==> src/rtl/pgdram_pkg.sv <==
package pgdram_pkg;

  typedef enum logic [3:0] {
    ST_IDLE, ST_REF, ST_RSET, ST_RCD, ST_CSET, ST_CASL, ST_CP, ST_PAGE, ST_PRE
  } pg_state_e;

  function automatic int cyc_max(int a, int b);
    return (a > b) ? a : b;
  endfunction

endpackage

==> src/rtl/pgdram_cnt.sv <==
module pgdram_cnt #(
  parameter int W = 8
) (
  input  logic         clk,
  input  logic         rst_n,
  input  logic         clr,
  input  logic         inc,
  output logic [W-1:0] q
);
  always_ff @(posedge clk or negedge rst_n) begin
    if (!rst_n)                q <= '0;
    else if (clr)              q <= '0;
    else if (inc && (q != '1)) q <= q + 1'b1;
  end
endmodule

==> src/rtl/pgdram_rdcap.sv <==
module pgdram_rdcap #(
  parameter int DW = 4
) (
  input  logic          clk,
  input  logic          rst_n,
  input  logic          cap,
  input  logic [DW-1:0] d,
  output logic          rd_valid,
  output logic [DW-1:0] rd_data
);
  always_ff @(posedge clk or negedge rst_n) begin
    if (!rst_n) begin
      rd_valid <= 1'b0;
      rd_data  <= '0;
    end else begin
      rd_valid <= cap;
      if (cap) rd_data <= d;
    end
  end

  // each returned word is a single-cycle pulse
  p_rd_pulse_r6: assert property (@(posedge clk) disable iff (!rst_n)
    rd_valid |=> !rd_valid);
endmodule

==> src/rtl/pagemode_dram_ctrl.sv <==
module pagemode_dram_ctrl
  import pgdram_pkg::*;
#(
  parameter int ROW_W     = 10,
  parameter int COL_W     = 10,
  parameter int DQ_W      = 4,
  parameter int T_RCD     = 4,
  parameter int T_RAC     = 16,
  parameter int T_AA      = 8,
  parameter int T_CAC     = 4,
  parameter int T_CP      = 2,
  parameter int T_RP      = 12,
  parameter int T_RAS_MAX = 2000
) (
  input  logic                   clk,
  input  logic                   rst_n,
  input  logic                   req_valid,
  output logic                   req_ready,
  input  logic                   req_we,
  input  logic [ROW_W+COL_W-1:0] req_addr,
  input  logic [DQ_W-1:0]        req_wdata,
  output logic                   rd_valid,
  output logic [DQ_W-1:0]        rd_data,
  input  logic                   refresh_req,
  output logic                   refresh_gnt,
  output logic [COL_W-1:0]       dram_addr,
  output logic                   dram_ras_n,
  output logic                   dram_cas_n,
  output logic                   dram_we_n,
  output logic                   dram_oe_n,
  output logic [DQ_W-1:0]        dram_dq_out,
  output logic                   dram_dq_oe,
  input  logic [DQ_W-1:0]        dram_dq_in
);
  localparam int CAS_LO    = cyc_max(T_CAC, T_AA - 1);
  localparam int RCD_EFF   = cyc_max(T_RCD, T_RAC - 1 - CAS_LO);
  localparam int ACC_CYC   = CAS_LO + T_CP + 2;
  localparam int RAS_LIMIT = T_RAS_MAX - ACC_CYC;
  localparam int TMAX      = cyc_max(cyc_max(RCD_EFF, CAS_LO), cyc_max(T_CP, T_RP));
  localparam int TW        = $clog2(TMAX + 1);
  localparam int AW        = $clog2(T_RAS_MAX + 1);

  pg_state_e st, st_nxt;
  logic [TW-1:0]    tcnt;
  logic [AW-1:0]    rage;
  logic             cur_we, pend;
  logic [ROW_W-1:0] cur_row;
  logic [COL_W-1:0] cur_col;
  logic [DQ_W-1:0]  cur_wdata;
  logic             acc, same_row, expired, rd_cap, wr_phase;

  pgdram_cnt #(.W(TW)) u_tmr (
    .clk(clk), .rst_n(rst_n), .clr(st_nxt != st), .inc(1'b1), .q(tcnt));

  pgdram_cnt #(.W(AW)) u_rage (
    .clk(clk), .rst_n(rst_n), .clr(dram_ras_n), .inc(1'b1), .q(rage));

  assign same_row  = (req_addr[ROW_W+COL_W-1:COL_W] == cur_row);
  assign expired   = (rage >= AW'(RAS_LIMIT));
  assign req_ready = !refresh_req && ((st == ST_IDLE) || (st == ST_PAGE && !expired));
  assign acc       = req_valid && req_ready;

  always_comb begin
    st_nxt = st;
    case (st)
      ST_IDLE: if (refresh_req) st_nxt = ST_REF;
               else if (req_valid) st_nxt = ST_RSET;
      ST_REF:  if (!refresh_req) st_nxt = ST_IDLE;
      ST_RSET: st_nxt = ST_RCD;
      ST_RCD:  if (tcnt == TW'(RCD_EFF - 1)) st_nxt = ST_CSET;
      ST_CSET: st_nxt = ST_CASL;
      ST_CASL: if (tcnt == TW'(CAS_LO - 1)) st_nxt = ST_CP;
      ST_CP:   if (tcnt == TW'(T_CP - 1)) st_nxt = ST_PAGE;
      ST_PAGE: if (refresh_req || expired) st_nxt = ST_PRE;
               else if (req_valid) st_nxt = same_row ? ST_CSET : ST_PRE;
      ST_PRE:  if (tcnt == TW'(T_RP - 1)) st_nxt = pend ? ST_RSET : ST_IDLE;
      default: st_nxt = ST_IDLE;
    endcase
  end

  always_ff @(posedge clk or negedge rst_n) begin
    if (!rst_n) begin
      st        <= ST_IDLE;
      cur_we    <= 1'b0;
      cur_row   <= '0;
      cur_col   <= '0;
      cur_wdata <= '0;
      pend      <= 1'b0;
    end else begin
      st <= st_nxt;
      if (acc) begin
        cur_we    <= req_we;
        cur_row   <= req_addr[ROW_W+COL_W-1:COL_W];
        cur_col   <= req_addr[COL_W-1:0];
        cur_wdata <= req_wdata;
      end
      if (st == ST_PAGE && acc && !same_row) pend <= 1'b1;
      else if (st == ST_RSET)                pend <= 1'b0;
    end
  end

  assign wr_phase    = cur_we && (st == ST_CSET || st == ST_CASL);
  assign dram_ras_n  = !(st == ST_RCD || st == ST_CSET || st == ST_CASL ||
                         st == ST_CP || st == ST_PAGE);
  assign dram_cas_n  = (st != ST_CASL);
  assign dram_we_n   = !wr_phase;
  assign dram_oe_n   = !(st == ST_CASL && !cur_we);
  assign dram_dq_oe  = wr_phase;
  assign dram_dq_out = cur_wdata;
  assign refresh_gnt = (st == ST_REF);
  assign rd_cap      = (st == ST_CASL) && (tcnt == TW'(CAS_LO - 1)) && !cur_we;

  always_comb begin
    case (st)
      ST_RSET, ST_RCD: dram_addr = COL_W'(cur_row);
      ST_IDLE, ST_REF: dram_addr = '0;
      default:         dram_addr = cur_col;
    endcase
  end

  pgdram_rdcap #(.DW(DQ_W)) u_rdcap (
    .clk(clk), .rst_n(rst_n), .cap(rd_cap), .d(dram_dq_in),
    .rd_valid(rd_valid), .rd_data(rd_data));

  // address held across each strobe fall
  p_addr_stable_r2: assert property (@(posedge clk) disable iff (!rst_n)
    ($fell(dram_ras_n) || $fell(dram_cas_n)) |-> $stable(dram_addr));
  // write strobe already low when the column strobe falls
  p_we_early_r5: assert property (@(posedge clk) disable iff (!rst_n)
    ($fell(dram_cas_n) && !dram_we_n) |-> $past(!dram_we_n));
  // write cycle drives data with output enable high
  p_wr_drive_r5: assert property (@(posedge clk) disable iff (!rst_n)
    (!dram_we_n && !dram_cas_n) |-> (dram_oe_n && dram_dq_oe));
  // output enable only in a read column cycle
  p_oe_read_r7: assert property (@(posedge clk) disable iff (!rst_n)
    !dram_oe_n |-> (!dram_cas_n && dram_we_n));
  // row strobe low time bounded
  p_ras_limit_r8: assert property (@(posedge clk) disable iff (!rst_n)
    !dram_ras_n |-> (int'(rage) < T_RAS_MAX));
  // grant only with the bus idle
  p_gnt_idle_r9: assert property (@(posedge clk) disable iff (!rst_n)
    refresh_gnt |-> (dram_ras_n && dram_cas_n && !req_ready));
  // column strobe only inside an open row
  p_cas_in_row_r10: assert property (@(posedge clk) disable iff (!rst_n)
    !dram_cas_n |-> !dram_ras_n);
endmodule

==> config.mk <==
export PLATFORM = sky130hd
export DESIGN_NAME = pagemode_dram_ctrl
export DESIGN_NICKNAME = d
export VERILOG_FILES = /design/src/rtl/pgdram_pkg.sv /design/src/rtl/pgdram_cnt.sv /design/src/rtl/pgdram_rdcap.sv /design/src/rtl/pagemode_dram_ctrl.sv
export SDC_FILE = /design/constraint.sdc
export NUM_CORES = 1
export LEC_CHECK = 0
export ABC_CLOCK_PERIOD_IN_PS = 3000
export CORE_UTILIZATION = 50
export CTS_BUF_LIST = sky130_fd_sc_hd__clkbuf_8 sky130_fd_sc_hd__clkbuf_16
export DETAILED_ROUTE_END_ITERATION = 12
export PLACE_DENSITY = 0.79
export SETUP_SLACK_MARGIN = 0.5
export SYNTH_ARGS = -nofsm -noshare
export SYNTH_HDL_FRONTEND = slang
export SYNTH_SLANG_ARGS = --single-unit
==> constraint.sdc <==
create_clock -name clk -period 3 [get_ports clk]
set_input_delay 0.75 -clock clk [delete_from_list [all_inputs] [get_ports clk]]
set_output_delay 0.75 -clock clk [all_outputs]
set_load 0.02 [all_outputs]
==> results of run 1 <==
metal layers:
layer	GRT usage [%]	wire length (um)	up-vias
li1	-	-	1054
met1	28.9	2680	1021
met2	34.2	2830	48
met3	4.82	255	9
met4	7.13	93	0
met5	0	0	-
final cells by class:
type	count	area, um2
Multi-Input combinational cell	190	1340
Inverter	7	26.3
Sequential cell	50	1250
Timing Repair Buffer	74	659
Clock buffer	6	82.6
Clock inverter	2	17.5
Fill cell	420	1640
Tap cell	70	87.6
cell usage after synthesis, drive strengths merged:
master | number | share of area, %
or2 | 3 | 0.71
inv | 7 | 0.99
a211oi | 7 | 2.0
a211o | 1 | 0.33
and2 | 3 | 0.71
nor4 | 3 | 0.71
o31ai | 1 | 0.28
ha | 5 | 2.4
a221o | 1 | 0.38
o31a | 2 | 0.66
buf | 3 | 1.0
nor3b | 3 | 1.3
o21ai | 17 | 3.2
a21boi | 2 | 0.57
nand3b | 2 | 0.56
a32o | 1 | 0.38
or4 | 1 | 0.28
or3b | 1 | 0.33
a311oi | 1 | 0.33
nand4b | 1 | 0.33
clkbuf | 8 | 1.1
xor2 | 11 | 3.6
mux2i | 1 | 0.38
nand2b | 3 | 0.71
nand2 | 32 | 4.5
o21bai | 1 | 0.28
xnor2 | 4 | 1.3
and3 | 2 | 0.47
dfrtp | 50 | 47
nand4 | 3 | 0.71
o211ai | 1 | 0.28
nor3 | 3 | 0.56
or3 | 9 | 2.1
a2111oi | 1 | 0.56
nor2 | 16 | 2.3
a31oi | 1 | 0.24
nor4b | 1 | 0.33
a21o | 2 | 0.56
nand3 | 9 | 1.7
and4b | 1 | 0.38
mux2 | 29 | 12
a22oi | 2 | 0.56
a21oi | 3 | 0.56
worst min path at each step:
stage | end | slack [ns] | cells after the start
after CTS | u_rdcap.rd_data[3] | 0.34 | 1
final | u_rdcap.rd_data[3] | 0.33 | 1
after floorplan | cur_col[0] | 0.45 | 0
after global placement | pend | 0.48 | 1
after global routing | dram_dq_out[2] | 0.35 | 1
after detailed placement | pend | 0.49 | 1
report_power, final:
part	total [mW]	internal, mW	switching, mW
sequential	1.06	0.889	0.170
clock	0.419	0.190	0.229
combinational	1.36	0.627	0.736
total	2.84	1.71	1.13
kinds of logic after synthesis:
family,share of synthesized area [%]
AOI/OAI and AO/OA,11.2
adders and majority gates,2.35
and+or+nand+nor,18.6
buffers and inverters,3.15
DFF,47.1
muxes,12.7
xor gates and xnor gates,4.94
state kept, by name, summed over array words and instances (netlist names):
signal,count
dram_dq_out,4
u_rdcap.rd_valid,1
st,4
cur_we,1
u_rage.q,11
cur_col,10
u_tmr.q,4
u_rdcap.rd_data,4
cur_row,10
pend,1
per-stage QoR:
step,utilization [%],worst slack [ns]
global placement,65.4,0.249
floorplan,-,0.726
CTS,67.4,0.234
detailed placement,65.4,0.176
finish,67.8,0.363
global route,67.8,0.336
worst reg2reg max path, delay by kind of cell (launching register included):
kind / cells / cell delay [ns]
compound gates: 3 / 0.65
fa+ha+maj: 1 / 0.18
buf+inv: 3 / 0.48
flops: 1 / 0.40
mux: 1 / 0.38
simple gates: 1 / 0.17
what timing repair did:
| action | CTS | global route |
|---|---|---|
| gates resized for setup | 20 | 28 |
| pin swaps | 0 | 4 |
| hold endpoints to repair | 0 | 0 |
| setup endpoints to repair | 17 | 19 |
| buffers inserted | 3 | 3 |
| cloned | 0 | 0 |
==> out/qor.txt, run 1 <==
status: finished, final reports clean
startpoint types: flip-flop
CP Class: flip-flop to output port
CP Capture Type: output port
drt initial violations: 57
I/O pin count: 59
Max Freq: 379 MHz
DP Area: 3340 um2
clock sink count: 50
Worst path top cell family by delay: compound AO/OA/AOI/OAI gates
Pwr Total: 2.84 mW
commonest non-fill, non-tap cell in the layout: dfrtp_1
clk_skew: 0.0122 ns
Cell Chain, Critical Path: inv_1 > ha_1 > o31ai_2 > a211oi_2 > o31a_1 > nor2_1 > buf_4
vias in the first global route: 1988
die width: 74.9 um
average wire per standard cell: 14.7 um
Placer Congestion: 0.841
Reg clk slew, reported paths: 0.09 ns
Synth cell types: 47
Tot GR Track Use: 21.4%
Post-Route WL: 5870 um
Worst path slowest cell: dfrtp_1
ANT nets after route: 0
Power Dens Cells: 820 nW/um2
VDD IR max: 0.576 mV
crit path from: u_rage.q[1]
Design Area, Final: 3460 um2
final setup violation count: 0
H-tree Lvls: 2
Tcrit/Tclk final: 87.9%
CP Data Required Time: 2.25 ns
cells after synthesis: 258
CTS tree: built
Antenna Cells: 0
via-per-instance ratio: 5.34
Final Critical Period: 2.64 ns
Seq/Total Area, Yosys: 47.1%
final slew viol count: 0
Avg Synthesized Cell Area: 10.3 um2
hold_buf cts: 0
Max FO, Critical Path: 3
HP Class: input pin to asynchronous set/reset pin
Starting Density: 52.0%
row count: 26
Critical Path Sink: req_ready
DRT Pass-1 Iters: 4
Fin Hold WS: 0.333 ns
area of the mapped netlist: 2660 um2
root buf cell: clkbuf_8
post-route setup TNS: 0 ns
Reg-to-Reg Start: u_rage.q[1]
synth warn: 0
area growth from synthesis to layout: 30.4%
Reg2Reg Depth: 9
Via Count: 2132
largest net degree at the start of global routing: 27
Fin. Hold Viols: 0
first-pass GRT wire length: 9040 um
DP Wirelength: 4310 um
Max-slew headroom: 68.3%
#FFs+latches synth: 50
Post-Layout Cell Count: 399
DRC viols: 0
RSZ-0062 raised after global routing: yes
r2r setup slk: 0.62 ns
worst skew pair latency: 0.30 ns
Worst-Margin Slew: 0.469 ns
Final #Nets: 366
port bufs: 58
clk buf depth: 2
initial antenna violation count: 0
Max Cap Viol: 0
Die Ht: 74.9 um
Die Area: 5610 um2
TritonCTS buffer count: 5
GRT overflow: 0
Syn Nets: 296
most frequent cells in the layout: dfrtp_1, clkdlybuf4s50_1, nand2_1
worst path arrival time: 1.89 ns
share of post-route cells with drive strength above 1: 21.6%
Pleak: 1.47 nW
WP buf/inv: 2
Crit. path cell count: 7
slowest stage delay, CP: 0.40 ns
Critical R2R Capture: dram_dq_out[3]
Inst Count DP: 385
area of the core: 5110 um2
No activity file was read; power rests on OpenSTA's default activity.
==> run 2, diff against run 1 <==
CORE_UTILIZATION = 55   (was 50)
CTS_CLUSTER_DIAMETER = 60   (was unset)
DONT_BUFFER_PORTS = 1   (was unset)
PLACE_DENSITY = 0.7   (was 0.79)
==> run 2 against run 1 <==
Wire length shrank 13%. Setup slack gained 0.19 ns. Utilization shrank 1.6 points. Sequential share of layout area grew 5.9 points. Clock power grew 16%. Sequential cell count is the same. Global-route usage shrank 0.17 points. Final cell count shrank 17%. Final area shrank 14%.
==> out/qor.txt, run 2 (synthesized netlist as in run 1, its figures left out) <==
Reg-to-Reg Start: u_rage.q[0] (was u_rage.q[1])
port bufs: 0 (was 58)
post-route setup TNS: 0 ns (unchanged)
area of the core: 4500 um2 (was 5110 um2)
Post-Route WL: 5110 um (was 5870 um)
most frequent cells in the layout: dfrtp_1, nand2_1, mux2_2 (was dfrtp_1, clkdlybuf4s50_1, nand2_1)
clk buf depth: 2 (unchanged)
die width: 71.5 um (was 74.9 um)
Starting Density: 59.0% (was 52.0%)
Critical Path Sink: req_ready (unchanged)
via-per-instance ratio: 5.87 (was 5.34)
status: finished, final reports clean (unchanged)
Cell Chain, Critical Path: ha_1 > o31ai_2 > a211oi_2 > o31a_1 > nor2_4 (was inv_1 > ha_1 > o31ai_2 > a211oi_2 > o31a_1 > nor2_1 > buf_4)
CP Class: flip-flop to output port (unchanged)
Tot GR Track Use: 21.2% (was 21.4%)
Die Area: 5110 um2 (was 5610 um2)
row count: 24 (was 26)
CP Data Required Time: 2.25 ns (about the same)
Tcrit/Tclk final: 81.5% (was 87.9%)
I/O pin count: 59 (unchanged)
Final Critical Period: 2.44 ns (was 2.64 ns)
area growth from synthesis to layout: 12.3% (was 30.4%)
H-tree Lvls: 2 (unchanged)
clock sink count: 50 (unchanged)
Net Sw Frac: 38.8% (was 39.9%)
Worst path top cell family by delay: compound AO/OA/AOI/OAI gates (unchanged)
VDD IR max: 0.544 mV (was 0.576 mV)
average wire per standard cell: 15.4 um (was 14.7 um)
RSZ-0062 raised after global routing: yes (unchanged)
final worst slack: 0.556 ns (was 0.363 ns)
Inst Count DP: 312 (was 385)
DRC viols: 0 (unchanged)
Reg clk slew, reported paths: 0.10 ns (was 0.09 ns)
Switch Pwr: 1.08 mW (was 1.13 mW)
Worst-Margin Slew: 0.415 ns (was 0.469 ns)
DRT Pass-1 Iters: 4 (unchanged)
Final Util: 66.3% (was 67.8%)
Critical R2R Capture: cur_col[7] (was dram_dq_out[3])
Pleak: 1.28 nW (was 1.47 nW)
crit path from: u_rage.q[0] (was u_rage.q[1])
Final #Nets: 316 (was 366)
Top Registers: u_rage.q x11, cur_col x10, cur_row x10 (unchanged)
Die Ht: 71.5 um (was 74.9 um)
ANT nets after route: 0 (unchanged)
drt initial violations: 127 (was 57)
max reg flops: 11 (unchanged)
initial antenna violation count: 0 (unchanged)
Power Dens Cells: 933 nW/um2 (was 820 nW/um2)
GRT overflow: 0 (unchanged)
Placer Congestion: 0.859 (was 0.841)
Max-slew headroom: 72.3% (was 68.3%)
Via Count: 1943 (was 2132)
dpl ws: 0.622 ns (was 0.176 ns)
Post-Layout Cell Count: 331 (was 399)
first-pass GRT wire length: 8500 um (was 9040 um)
Fin Hold WS: 0.132 ns (was 0.333 ns)
final setup violation count: 0 (unchanged)
r2r setup slk: 0.61 ns (was 0.62 ns)
Worst path slowest cell: dfrtp_1 (unchanged)
Top reg by flops: u_rage.q (unchanged)
startpoint types: flip-flop (unchanged)
worst skew pair latency: 0.31 ns (was 0.30 ns)
Gate power share: 41.2% (was 48.0%)
Max FO, Critical Path: 3 (unchanged)
Max Cap Viol: 0 (unchanged)
fill cell count: 359 (was 420)
Max Freq: 409 MHz (was 379 MHz)
sequential power share: 41.4% (was 37.3%)
slowest stage delay, CP: 0.40 ns (about the same)
TritonCTS buffer count: 5 (unchanged)
root buf cell: clkbuf_8 (unchanged)
WP buf/inv: 0 (was 2)
Fin. Hold Viols: 0 (unchanged)
clk_skew: 0.0112 ns (was 0.0122 ns)
final slew viol count: 0 (unchanged)
commonest non-fill, non-tap cell in the layout: dfrtp_1 (unchanged)
Crit. path cell count: 5 (was 7)
share of post-route cells with drive strength above 1: 25.8% (was 21.6%)
Antenna Cells: 0 (unchanged)
DP Wirelength: 3510 um (was 4310 um)
largest net degree at the start of global routing: 51 (was 27)
worst path arrival time: 1.69 ns (was 1.89 ns)
vias in the first global route: 1795 (was 1988)
CTS tree: built (unchanged)
Reg2Reg Depth: 8 (was 9)
share of total power in the clock network: 17.4% (was 14.7%)
CP Capture Type: output port (unchanged)
HP Class: input pin to asynchronous set/reset pin (unchanged)
Internal Power: 1.70 mW (was 1.71 mW)
run 2: cell types whose count changed in the layout (fill, tap and decap cells not counted), moves of 2 or more:
cell / before / now
clkdlybuf4s50_1: 40 / 0
buf_4: 16 / 24
clkbuf_2: 6 / 0
dlygate4sd2_1: 6 / 0
clkdlybuf4s15_1: 4 / 0
clkinv_4: 2 / 0
dfrtp_1: 49 / 47
dfrtp_2: 1 / 3
run 2: worst register-to-register path: cells and delay by family (launching register included):
family / cells / cell delay, ns
flops: 1 / 0.40
mux: 1 / 0.39
compound gates: 3 / 0.63
simple gates: 1 / 0.15
buf+inv: 2 / 0.50
fa+ha+maj: 1 / 0.21
run 2: metal layers:
| layer | share of wire (%) | wire [um] | GRT usage [%] | vias up |
|---|---|---|---|---|
| li1 | - | - | - | 949 |
| met1 | 45 | 2280 | 29.9 | 929 |
| met2 | 48 | 2460 | 33.5 | 60 |
| met3 | 6.4 | 329 | 5.20 | 5 |
| met4 | 0.94 | 48 | 5.01 | 0 |
| met5 | 0 | 0 | 0 | - |
run 2: repair_timing:
action / CTS / global route
resized for setup: 6 / 2
pin swaps: 1 / 1
setup endpoints to repair: 4 / 28
setup buffers: 5 / 6
hold buffers: 0 / 0
run 2: worst min-delay path by stage:
stage,from,to,slack (ns),depth (start not counted)
after floorplan,rst_n,cur_col[0],0.45,0
after global placement,rst_n,u_tmr.q[0],0.46,0
after detailed placement,rst_n,u_tmr.q[0],0.46,0
after CTS,rst_n,u_rdcap.rd_data[3],0.12,0
after global routing,rst_n,st[3],0.11,0
final,rst_n,st[3],0.13,0
run 2: metrics by stage:
stage	power, mW	area, um2
after global routing	2.97	2980
after detailed placement	2.23	2760
after global placement	2.20	2760
after floorplan	1.91	2660
after CTS	2.77	2930
final	2.79	2980
run 2: final cells by class:
type	instances	area, um2	share of cell area (%)
Sequential cell	50	1250	42.1
Inverter	7	26.3	0.881
Timing Repair Buffer	24	180	6.04
Tap cell	52	65.1	2.18
Multi-Input combinational cell	190	1340	44.9
Clock buffer	5	68.8	2.31
Clock inverter	3	48.8	1.64
run 2: power groups by stage:
stage | registers [mW] | clock network [mW] | logic, mW
5_1_grt | 1.19 | 0.523 | 1.26
3_5_place_dp | 1.17 | 0 | 1.05
2_1_floorplan | 1.06 | 0 | 0.849
4_1_cts | 1.16 | 0.497 | 1.11
3_3_place_gp | 1.17 | 0 | 1.03
6_report | 1.15 | 0.484 | 1.15
==> run 3, diff against run 2 <==
ABC_CLOCK_PERIOD_IN_PS = 2400   (was 3000)
clock period = 2.4 ns   (was 3 ns; I/O delays follow)
==> run 3 against run 2 <==
The run now ends with negative setup slack left. Power rose by 74%. Clock-buffer cell count did not move. Sequential share of layout area fell by 9.3 points. Sequential power rose by 29%. Clock power rose by 27%. Wire length rose by 63%. Combinational power rose by 140%. Setup slack got worse by 0.58 ns. Register-to-register slack got worse by 0.58 ns. Via count rose by 19%. Critical path type unchanged. Highest routed layer unchanged.
==> out/qor.txt, run 3 (synthesized netlist as in run 1, its figures left out) <==
clk buf depth: 2 (unchanged)
Antenna Cells: 0 (unchanged)
Post-Route WL: 8330 um (was 5110 um)
commonest non-fill, non-tap cell in the layout: dfrtp_1 (unchanged)
root buf cell: clkbuf_8 (unchanged)
largest net degree at the start of global routing: 51 (unchanged)
CP Data Required Time: 1.80 ns (was 2.25 ns)
wl on met1: 3260 um (was 2280 um)
CP Class: flip-flop to output port (unchanged)
VDD IR max: 0.765 mV (was 0.544 mV)
DP Wirelength: 3660 um (was 3510 um)
Max Freq: 412 MHz
HP Class: input pin to asynchronous set/reset pin (unchanged)
Final Critical Period: 2.43 ns
Tcrit/Tclk final: 101%
I/O pin count: 59 (unchanged)
H-tree Lvls: 2 (unchanged)
routed wl met3: 514 um (was 329 um)
Max FO, Critical Path: 3 (unchanged)
Die Area: 5110 um2 (unchanged)
average wire per standard cell: 23.3 um (was 15.4 um)
Pwr Total: 4.85 mW (was 2.79 mW)
row count: 24 (unchanged)
ANT nets after route: 0 (unchanged)
die width: 71.5 um (unchanged)
worst skew pair latency: 0.31 ns (about the same)
DRC viols: 0 (unchanged)
Power Dens Cells: 1270 nW/um2 (was 933 nW/um2)
most frequent cells in the layout: dfrtp_1, mux2_4, buf_4 (was dfrtp_1, nand2_1, mux2_2)
Pleak: 1.64 nW (was 1.28 nW)
Top reg by flops: u_rage.q (unchanged)
Fin. Hold Viols: 0 (unchanged)
Met2 Routed Length: 4240 um (was 2460 um)
final setup violation count: 1 (was 0)
max reg flops: 11 (unchanged)
share of post-route cells with drive strength above 1: 49.2% (was 25.8%)
DR top layer: met4 (unchanged)
Starting Density: 59.0% (unchanged)
RSZ-0062 raised after global routing: yes (unchanged)
worst path arrival time: 1.83 ns (was 1.69 ns)
Reg clk slew, reported paths: 0.11 ns (was 0.10 ns)
Top Registers: u_rage.q x11, cur_col x10, cur_row x10 (unchanged)
startpoint types: flip-flop (unchanged)
final worst slack: -0.0289 ns (was 0.556 ns)
Via Count: 2314 (was 1943)
final slew viol count: 0 (unchanged)
Tot GR Track Use: 22.3% (was 21.2%)
Fin Hold WS: 0.133 ns (was 0.132 ns)
TritonCTS buffer count: 5 (unchanged)
area of the core: 4500 um2 (unchanged)
Max-slew headroom: 60.4% (was 72.3%)
clock sink count: 50 (unchanged)
CTS tree: built (unchanged)
Placer Congestion: 0.840 (was 0.859)
clk_skew: 0.0188 ns (was 0.0112 ns)
Max Cap Viol: 0 (unchanged)
DRT Pass-1 Iters: 5 (was 4)
Worst-Margin Slew: 0.586 ns (was 0.415 ns)
status: finished, violations left (was finished, final reports clean)
Die Ht: 71.5 um (unchanged)
Final #Nets: 342 (was 316)
CP Capture Type: output port (unchanged)
initial antenna violation count: 0 (unchanged)
failing checks: negative setup slack
vias in the first global route: 1911 (was 1795)
GRT overflow: 0 (unchanged)
via-per-instance ratio: 6.48 (was 5.87)
port bufs: 0 (unchanged)
drt initial violations: 215 (was 127)
area growth from synthesis to layout: 44.2% (was 12.3%)
first-pass GRT wire length: 8880 um (was 8500 um)
## run 3: cell types whose count changed in the layout (fill, tap and decap cells not counted), moves of 3 or more
cell | previous run | this run
a211oi_1 | 6 | 1
a211oi_2 | 1 | 6
buf_12 | 0 | 4
buf_6 | 0 | 17
buf_8 | 0 | 3
mux2_2 | 29 | 4
mux2_4 | 0 | 25
nand2_1 | 32 | 14
nand2_2 | 0 | 15
nand2_4 | 0 | 3
nand3_1 | 9 | 6
o21ai_0 | 16 | 5
o21ai_4 | 0 | 10
or2_4 | 0 | 3
## run 3: final timing paths
check	startpoint	to	slack, ns	cells after the start
min in group clk	req_addr[2]	cur_col[2]	0.43	1
setup / recovery	u_rage.q[1]	req_ready	-0.03	6
max in group asynchronous	rst_n	st[1]	2.03	1
hold / removal	rst_n	cur_row[9]	0.13	1
hold reg to reg	u_rage.q[10]	u_rage.q[10]	0.53	2
setup reg to reg	u_rage.q[1]	cur_row[8]	0.03	8
## run 3: worst max-delay path, cell delays in order (launching register included)
cell and delay (ns):
dfrtp_1 0.42, buf_4 0.16, o31ai_4 0.26, a211oi_2 0.13, o31a_1 0.28, nor2_1 0.11, buf_4 0.15
## run 3: layout make-up
class | instances | area, um2
clock buffer | 5 | 68.8
clock inverter | 3 | 47.5
fill | 226 | 673
inverter | 7 | 31.3
multi-input combinational | 190 | 1800
sequential | 50 | 1250
tap | 52 | 65.1
timing repair buffer | 50 | 564
## run 3: metal layers
| metal | vias up | track usage, % |
|---|---|---|
| met2 | 135 | 36.7 |
| li1 | 1009 | - |
| met3 | 25 | 6.33 |
| met1 | 1145 | 29.5 |
| met4 | 0 | 5.23 |
| met5 | - | 0 |
## run 3: per-stage QoR
stage               worst slack (ns)  util, %  std cells  cell area [um2]  TNS [ns]
floorplan                      0.217        -        258             2670         0
global placement               0.240     61.3        308             2760         0
detailed placement             0.205     61.3        308             2760         0
CTS                          0.00726     69.3        329             3120         0
global route                  -0.111     85.1        357             3830    -0.690
finish                       -0.0289     85.1        357             3830   -0.0289
## run 3: report_power, final
group | switching [mW] | internal (mW) | total, mW | leakage, nW
clock | 0.297 | 0.316 | 0.613 | 0.0587
sequential | 0.371 | 1.11 | 1.48 | 0.640
combinational | 1.34 | 1.41 | 2.75 | 0.941
## run 3: repair_timing
action,4_1_cts,5_1_grt
hold buffers,1,0
buffers inserted,12,25
gates cloned,0,3
endpoints found under the hold margin,50,0
endpoints found under the setup margin,53,59
resized for setup,29,107
pin swaps,16,27
